### src/rtl/rcv_pkg.sv
package rcv_pkg;
  parameter int NUM_CAUSES_DEF = 5;
  parameter int DATA_W_DEF     = 16;

  typedef enum int {
    CAUSE_BROWNOUT  = 0,
    CAUSE_PIN       = 1,
    CAUSE_DEBUG     = 2,
    CAUSE_WATCHDOG  = 3,
    CAUSE_VIOLATION = 4
  } cause_e;

  function automatic int code_width(input int n);
    return $clog2(2 * n + 1);
  endfunction
endpackage

### src/rtl/rcv_prio_enc.sv
module rcv_prio_enc #(
  parameter int N      = rcv_pkg::NUM_CAUSES_DEF,
  parameter int CODE_W = rcv_pkg::code_width(N)
) (
  input  logic [N-1:0]      pend,
  output logic [N-1:0]      top_oh,
  output logic [CODE_W-1:0] code
);
  always_comb begin
    top_oh = '0;
    code   = '0;
    for (int i = N - 1; i >= 0; i--) begin
      if (pend[i]) begin
        top_oh    = '0;
        top_oh[i] = 1'b1;
        code      = CODE_W'(2 * (i + 1));
      end
    end
  end
endmodule

### src/rtl/rcv_flag_bank.sv
module rcv_flag_bank #(
  parameter int N = rcv_pkg::NUM_CAUSES_DEF
) (
  input  logic         clk,
  input  logic         rst,
  input  logic [N-1:0] evt,
  input  logic [N-1:0] pop_oh,
  input  logic         clr_all,
  output logic [N-1:0] pend_q
);
  localparam int BOR = rcv_pkg::CAUSE_BROWNOUT;

  genvar g;
  generate
    for (g = 0; g < N; g++) begin : g_flag
      logic clr;
      if (g == BOR) begin : g_bor
        assign clr = pop_oh[g] | clr_all;
      end else begin : g_other
        assign clr = pop_oh[g] | clr_all | evt[BOR];
      end
      always_ff @(posedge clk) begin
        if (rst) pend_q[g] <= 1'b0;
        else     pend_q[g] <= evt[g] | (pend_q[g] & ~clr);
      end
    end
  endgenerate
endmodule

### src/rtl/rcv_bus_if.sv
module rcv_bus_if #(
  parameter int N      = rcv_pkg::NUM_CAUSES_DEF,
  parameter int DATA_W = rcv_pkg::DATA_W_DEF,
  parameter int CODE_W = rcv_pkg::code_width(N)
) (
  input  logic              clk,
  input  logic              rst,
  input  logic              rd_req,
  input  logic              wr_req,
  input  logic [N-1:0]      top_oh,
  input  logic [CODE_W-1:0] code,
  output logic [N-1:0]      pop_oh,
  output logic              clr_all,
  output logic [DATA_W-1:0] rd_data,
  output logic              rd_valid
);
  assign pop_oh  = rd_req ? top_oh : '0;
  assign clr_all = wr_req;

  always_ff @(posedge clk) begin
    if (rst) begin
      rd_data  <= '0;
      rd_valid <= 1'b0;
    end else begin
      rd_valid <= rd_req;
      if (rd_req) rd_data <= DATA_W'(code);
    end
  end
endmodule

### src/rtl/rst_cause_vec.sv
module rst_cause_vec #(
  parameter int NUM_CAUSES = rcv_pkg::NUM_CAUSES_DEF,
  parameter int DATA_W     = rcv_pkg::DATA_W_DEF
) (
  input  logic                  clk,
  input  logic                  rst,
  input  logic [NUM_CAUSES-1:0] evt_i,
  input  logic                  rd_req,
  input  logic                  wr_req,
  input  logic [DATA_W-1:0]     wr_data,
  output logic [DATA_W-1:0]     rd_data,
  output logic                  rd_valid
);
  localparam int CODE_W = rcv_pkg::code_width(NUM_CAUSES);

  logic [NUM_CAUSES-1:0] pend_q;
  logic [NUM_CAUSES-1:0] top_oh;
  logic [NUM_CAUSES-1:0] pop_oh;
  logic [CODE_W-1:0]     code;
  logic                  clr_all;
  logic                  unused_wdata;

  assign unused_wdata = ^wr_data;

  rcv_flag_bank #(.N(NUM_CAUSES)) u_flags (
    .clk(clk), .rst(rst), .evt(evt_i), .pop_oh(pop_oh),
    .clr_all(clr_all), .pend_q(pend_q)
  );

  rcv_prio_enc #(.N(NUM_CAUSES), .CODE_W(CODE_W)) u_enc (
    .pend(pend_q), .top_oh(top_oh), .code(code)
  );

  rcv_bus_if #(.N(NUM_CAUSES), .DATA_W(DATA_W), .CODE_W(CODE_W)) u_bus (
    .clk(clk), .rst(rst), .rd_req(rd_req), .wr_req(wr_req),
    .top_oh(top_oh), .code(code), .pop_oh(pop_oh), .clr_all(clr_all),
    .rd_data(rd_data), .rd_valid(rd_valid)
  );
endmodule

### config.mk
export PLATFORM = sky130hd
export DESIGN_NAME = rst_cause_vec
export DESIGN_NICKNAME = d
export VERILOG_FILES = /design/src/rtl/rcv_pkg.sv /design/src/rtl/rcv_prio_enc.sv /design/src/rtl/rcv_flag_bank.sv /design/src/rtl/rcv_bus_if.sv /design/src/rtl/rst_cause_vec.sv
export SDC_FILE = /design/constraint.sdc
export NUM_CORES = 1
export LEC_CHECK = 0
export ABC_AREA = 0
export ABC_CLOCK_PERIOD_IN_PS = 1310
export BUFFER_PORTS_ARGS = -buffer_cell sky130_fd_sc_hd__buf_2
export CORE_AREA = 2 2 40 42
export DETAILED_ROUTE_END_ITERATION = 16
export DIE_AREA = 0 0 42 44
export PLACE_DENSITY = 0.71
export RECOVER_POWER = 50
export SKIP_LAST_GASP = 1
export SLEW_MARGIN = 20
export SYNTH_ARGS = -nofsm -noshare
export SYNTH_HDL_FRONTEND = slang
export SYNTH_SLANG_ARGS = --single-unit
### constraint.sdc
create_clock -name clk -period 1.31 [get_ports clk]
set_input_delay 0.0655 -clock clk [delete_from_list [all_inputs] [get_ports clk]]
set_output_delay 0.0655 -clock clk [all_outputs]
set_load 0.01 [all_outputs]
==> results.yml, run 1 <==
outcome:
  status: "completed"
setup_path:
  critical_path_depth: 3
  path_cells: "or4b_1, o21bai_1, a21oi_2"
  critPathKind: "flop to flop"
  setup.worst_path.end_class: "flop"
  worst-path-buf-inv: 0
  r2r_slack_ns: 0.05
  arrival_ns: 1.46
  crit_required_ns: 1.51
  timing.rr.start: "u_flags.pend_q[1]"
  cp_slowest_stage_delay_ns: 0.56
  ff2ff_path_depth: 3
  timing.rr.end: "u_bus.rd_data[3]"
  path_delay_family: "simple AND/OR/NAND/NOR gates"
  start_kind: "flop"
  path_max_fanout: 5
  slowest_stage: "or4b_1"
logic_synthesis:
  synth_top_area_cell: "dfxtp_1"
  ys_types: 18
  ys.flop_type: "dfxtp_1"
  yosysWarnings: 0
  syn_area_um2: 452
  synth-seq-cells: 9
  netlist_instances: 52
  yosysTopAreaCellShare: 0.399
  ys_top_cells_by_area: "dfxtp_1, buf_4, nor2_1, a31oi_1, nor2b_1"
  synth.avg_cell_area_um2: 8.69
  seq_area_frac_synth: 0.399
  synth_commonest_cells: "buf_4, dfxtp_1, nor2_1, a31oi_1, nor2b_1"
  async_flop_share: 0
  synth_edf_count: 0
  yosysMostFrequentCell: "buf_4"
timing:
  final-setup-viol-count: 0
  rsz0062_at_grt: "no"
  final.setup.tns_ns: 0
  hold_viol: 0
  whs_ns: 0.0185
  skew_ns: 0.00208
  finalCritPeriodShare: 0.965
  clock.fmax_mhz: 791
  min_period_ns: 1.26
  slew_violations: 0
detailed_routing:
  drc_errors: 0
  firstDrtPassIters: 3
  wire_per_inst_um: 8.87
  ant_nets: 0
  routed_via_density: 4.14
  wl_um: 736
  vias: 344
  drtIter0Drc: 1
placed_design:
  place.gp.congestion: 0.731
  io_buffer_count: 12
  dpl.hpwl_um: 573
  post_dp_cell_area_um2: 483
die:
  ios: 42
  dieArea_um2: 1850
  rows: 14
  die_w_um: 42
  start_util: 0.318
  die_h_um: 44
  core_um2: 1420
power:
  p_comb_frac: 0.136
  switching_share: 0.259
  pwr_density_cell_nw_per_um2: 1190
  seqPwrFrac: 0.507
  p_sw_w: 0.000154
  p_int_w: 0.000439
  clkPwrFrac: 0.357
  peakVddDrop_mv: 0.396
  p_leak_nw: 0.222
min_path:
  min_path_type: "primary input to flop"
  min_from: "evt_i[3]"
  min_to: "u_flags.pend_q[3]"
  hold_depth: 3
finish:
  finalInstanceArea_um2: 499
  multi_input_area_um2: 215
  layout-drive-gt1-share: 0.179
  fin_util: 0.352
  synthToLayoutAreaGrowth_pct: 10.5
  seq_area_um2: 180
  nFillCells: 162
  num_antenna_cells: 0
  finalNetCount: 93
grt:
  grt_overflow: 0
  grt_pass1_vias: 305
  antenna_found_initial: 0
  grtUsageTotal: 0.0909
  grt_max_degree: 10
  grt_pass1_wl_um: 1180
cts:
  htreeDepth: 1
  ctsResizeCount: 0
  root_buffer: "clkbuf_4"
  holdBufCountCts: 0
  cts_buffers: 3
  cts.sinks: 9
  cts_max_path_buffers: 2
  clk-insertion-delay-late_ns: 0.26
  cts.clk_slew.worst_paths_ns: 0.06
  cts_tree: "yes"
  postCtsSetupBuffers: 0
flow_run:
  drv_cap: 0
==> worst register-to-register path: stages, from the launching register on <==
cell	delay, ns
dfxtp_1	0.33
or4b_1	0.56
o21bai_1	0.19
a21oi_2	0.12
==> stage by stage <==
stage,worst slack [ns],total power (W),cells
2_1_floorplan,0.101,0.000389,64
3_3_place_gp,0.0658,0.000389,79
3_5_place_dp,0.0570,0.000391,79
4_1_cts,0.0393,0.000609,83
5_1_grt,0.00698,0.000626,83
6_report,0.0456,0.000593,83
==> worst max-delay path by stage <==
| stage | start | end | slack [ns] |
|---|---|---|---|
| 2_1_floorplan | u_flags.pend_q[2] | u_bus.rd_data[3] | 0.10 |
| 3_3_place_gp | u_flags.pend_q[1] | u_bus.rd_data[3] | 0.07 |
| 3_5_place_dp | u_flags.pend_q[1] | u_bus.rd_data[3] | 0.06 |
| 4_1_cts | u_flags.pend_q[1] | u_bus.rd_data[3] | 0.04 |
| 5_1_grt | u_flags.pend_q[1] | u_bus.rd_data[3] | 0.007 |
| 6_report | u_flags.pend_q[1] | u_bus.rd_data[3] | 0.05 |
==> cell usage in the layout (no fill, tap or decap), drive strengths merged <==
cell	count
a211oi	1
a21oi	3
a31oi	3
buf	7
clkbuf	10
conb	13
dfxtp	9
nand2b	2
nor2	7
nor2b	3
nor3	2
nor3b	1
o21ai	1
o21bai	2
or2b	1
or3b	1
or4b	1
==> layout make-up <==
type,instances,area share
Sequential cell,9,0.361
Tap cell,16,0.0401
Timing Repair Buffer,13,0.115
Clock buffer,4,0.0526
Multi-Input combinational cell,41,0.431
==> registers in the layout (all words and copies together), names as in the netlist <==
| register | flops |
|---|---|
| u_flags.pend_q | 5 |
| u_bus.rd_valid | 1 |
| u_bus.rd_data | 3 |
==> layer usage <==
| metal | GRT usage | wire length [µm] | vias up |
|---|---|---|---|
| li1 | - | - | 180 |
| met2 | 0.122 | 328 | 13 |
| met1 | 0.0990 | 325 | 149 |
| met5 | 0 | 0 | - |
| met4 | 0.0968 | 8 | 0 |
| met3 | 0.0458 | 72 | 2 |
==> power groups by stage <==
stage | registers, W | clock network [W] | logic (W)
floorplan | 0.000309 | 0 | 0.0000801
global placement | 0.000306 | 0 | 0.0000828
detailed placement | 0.000307 | 0 | 0.0000839
CTS | 0.000301 | 0.000224 | 0.0000842
global route | 0.000303 | 0.000232 | 0.0000916
finish | 0.000301 | 0.000212 | 0.0000804
==> logic make-up (layout without fill, tap and decap cells) <==
kind of cell    count (synthesis)  after routing  share of synthesized area
flops                           9              9                      0.399
other cells                     1             13                    0.00830
simple gates                   18             18                      0.224
buf+inv                        14             17                      0.224
compound gates                 10             10                      0.144
Note: power is estimated with default switching activity, not from simulation.
==> inputs of run 2 (changes only) <==
--- a/config.mk
+++ b/config.mk
@@ -7,7 +7,7 @@
 export LEC_CHECK = 0
 export ABC_AREA = 0
 export ABC_CLOCK_PERIOD_IN_PS = 1310
-export BUFFER_PORTS_ARGS = -buffer_cell sky130_fd_sc_hd__buf_2
+export BUFFER_PORTS_ARGS = -buffer_cell sky130_fd_sc_hd__buf_4
 export CORE_AREA = 2 2 40 42
 export DETAILED_ROUTE_END_ITERATION = 16
 export DIE_AREA = 0 0 42 44
==> run 2 against run 1 <==
  * Clock-buffer cell count unchanged
  * Flip-flop and latch count unchanged
  * Hold slack got worse by 0.0068 ns
  * First-iteration DRC count increased to 3.0 times the previous value
  * Clock power about the same
  * Global-route usage increased by 0.60 points
==> results.yml, run 2 (synthesis results as in run 1) <==
cts:
  clk-insertion-delay-late_ns: 0.26
  cts_tree: "yes"
  cts.sinks: 9
  postCtsSetupBuffers: 0
  cts_max_path_buffers: 2
  root_buffer: "clkbuf_4"
  cts_buffers: 3
  htreeDepth: 1
  cts.clk_slew.worst_paths_ns: 0.06
power:
  pwr_density_cell_nw_per_um2: 1140
  p_sw_w: 0.000158
  clkPwrFrac: 0.355
  peakVddDrop_mv: 0.593
  switching_share: 0.261
  p_total_w: 0.000607
  seqPwrFrac: 0.496
  p_leak_nw: 0.234
  p_comb_frac: 0.150
  p_int_w: 0.000449
grt:
  grt_pass1_wl_um: 1240
  grtUsageTotal: 0.0969
  antenna_found_initial: 0
  grt_max_degree: 10
  grt_pass1_vias: 309
  grt_overflow: 0
finish:
  seq_area_um2: 180
  num_antenna_cells: 0
  top_regs: "u_flags.pend_q: 5 flops, u_bus.rd_data: 3 flops, u_bus.rd_valid: 1 flops"
  mostFrequentLayoutCells: "conb_1, dfxtp_1, nor2_1, clkbuf_1, buf_4"
  largest_reg_flops: 5
  nFillCells: 151
  final_common_cell: "conb_1"
  layout-drive-gt1-share: 0.191
  finalNetCount: 94
  multi_input_area_um2: 219
  synthToLayoutAreaGrowth_pct: 17.5
  top_register: "u_flags.pend_q"
die:
  core_um2: 1420
  dieArea_um2: 1850
  start_util: 0.318
  rows: 14
  die_h_um: 44
  die_w_um: 42
  ios: 42
detailed_routing:
  wl_um: 747
  wire_per_inst_um: 8.89
  firstDrtPassIters: 2
  drc_errors: 0
  drtIter0Drc: 3
  ant_nets: 0
  vias: 355
  routed_via_density: 4.23
timing:
  finalCritPeriodShare: 0.945
  clock.fmax_mhz: 807
  final.setup.tns_ns: 0
  hold_viol: 0
  slew_violations: 0
  final-setup-viol-count: 0
  skew_ns: 0.00302
  rsz0062_at_grt: "no"
  min_period_ns: 1.24
setup_path:
  critPathKind: "flop to flop"
  path_max_fanout: 5
  start_kind: "flop"
  arrival_ns: 1.44
  setup.worst_path.end_class: "flop"
  crit_required_ns: 1.51
outcome:
  status: "completed"
placed_design:
  dpl.hpwl_um: 576
  place.gp.congestion: 0.745
  io_buffer_count: 12
flow_run:
  drv_cap: 0
min_path:
  min_path_type: "primary input to flop"
run 2: changes by cell type in the layout (fill, tap and decap cells not counted):
| cell | change |
|---|---|
| or4b_1 | -1 |
| or4b_4 | +1 |
| buf_2 | -7 |
| buf_4 | +7 |
| dlygate4sd3_1 | +1 |
run 2: repair_timing:
action / in CTS / in global routing
hold buffers: 0 / 1
endpoints found under the setup margin: 0 / 2
hold endpoints to repair: 0 / 1
gates resized for setup: 0 / 1
run 2: stage by stage:
stage / area, µm² / hold slack [ns] / util / cells / setup WS (ns)
2_1_floorplan: 497 / 0.183 / - / 64 / 0.101
3_3_place_gp: 513 / 0.278 / 0.362 / 79 / 0.0660
3_5_place_dp: 513 / 0.280 / 0.362 / 79 / 0.0473
4_1_cts: 539 / 0.00186 / 0.380 / 83 / 0.0289
5_1_grt: 531 / 0.00742 / 0.374 / 84 / 0.00799
6_report: 531 / 0.0117 / 0.374 / 84 / 0.0715
run 2: worst max-delay path, stage by stage (launching register included):
cell and delay, ns:
dfxtp_1 0.34, or4b_4 0.53, o21bai_1 0.18, a21oi_2 0.12
run 2: path summary, 6_finish.rpt:
| kind | end | cells after the start | slack, ns | from |
|---|---|---|---|---|
| hold reg to reg | u_bus.rd_data[2] | 2 | 0.46 | u_bus.rd_data[2] |
| setup reg to reg | u_bus.rd_data[3] | 3 | 0.07 | u_flags.pend_q[1] |
| hold / removal | u_flags.pend_q[1] | 3 | 0.01 | evt_i[1] |
| setup / recovery | u_bus.rd_data[3] | 3 | 0.07 | u_flags.pend_q[1] |
run 2: area by class of cell:
class	count	area share
multi-input combinational	41	0.413
sequential	9	0.340
clock buffer	4	0.0495
timing repair buffer	14	0.160
tap	16	0.0377
run 2: power by group through the flow:
stage	sequential [W]	clock, W	combinational (W)
2_1_floorplan	0.000309	0	0.0000801
6_report	0.000301	0.000215	0.0000909
5_1_grt	0.000303	0.000241	0.000102
3_5_place_dp	0.000307	0	0.0000948
3_3_place_gp	0.000306	0	0.0000933
4_1_cts	0.000301	0.000224	0.0000950
run 2: per-layer routing:
layer / track usage / wire, µm
met1: 0.0937 / 314
met2: 0.144 / 335
met3: 0.0667 / 88
met5: 0 / 0
met4: 0.0774 / 8
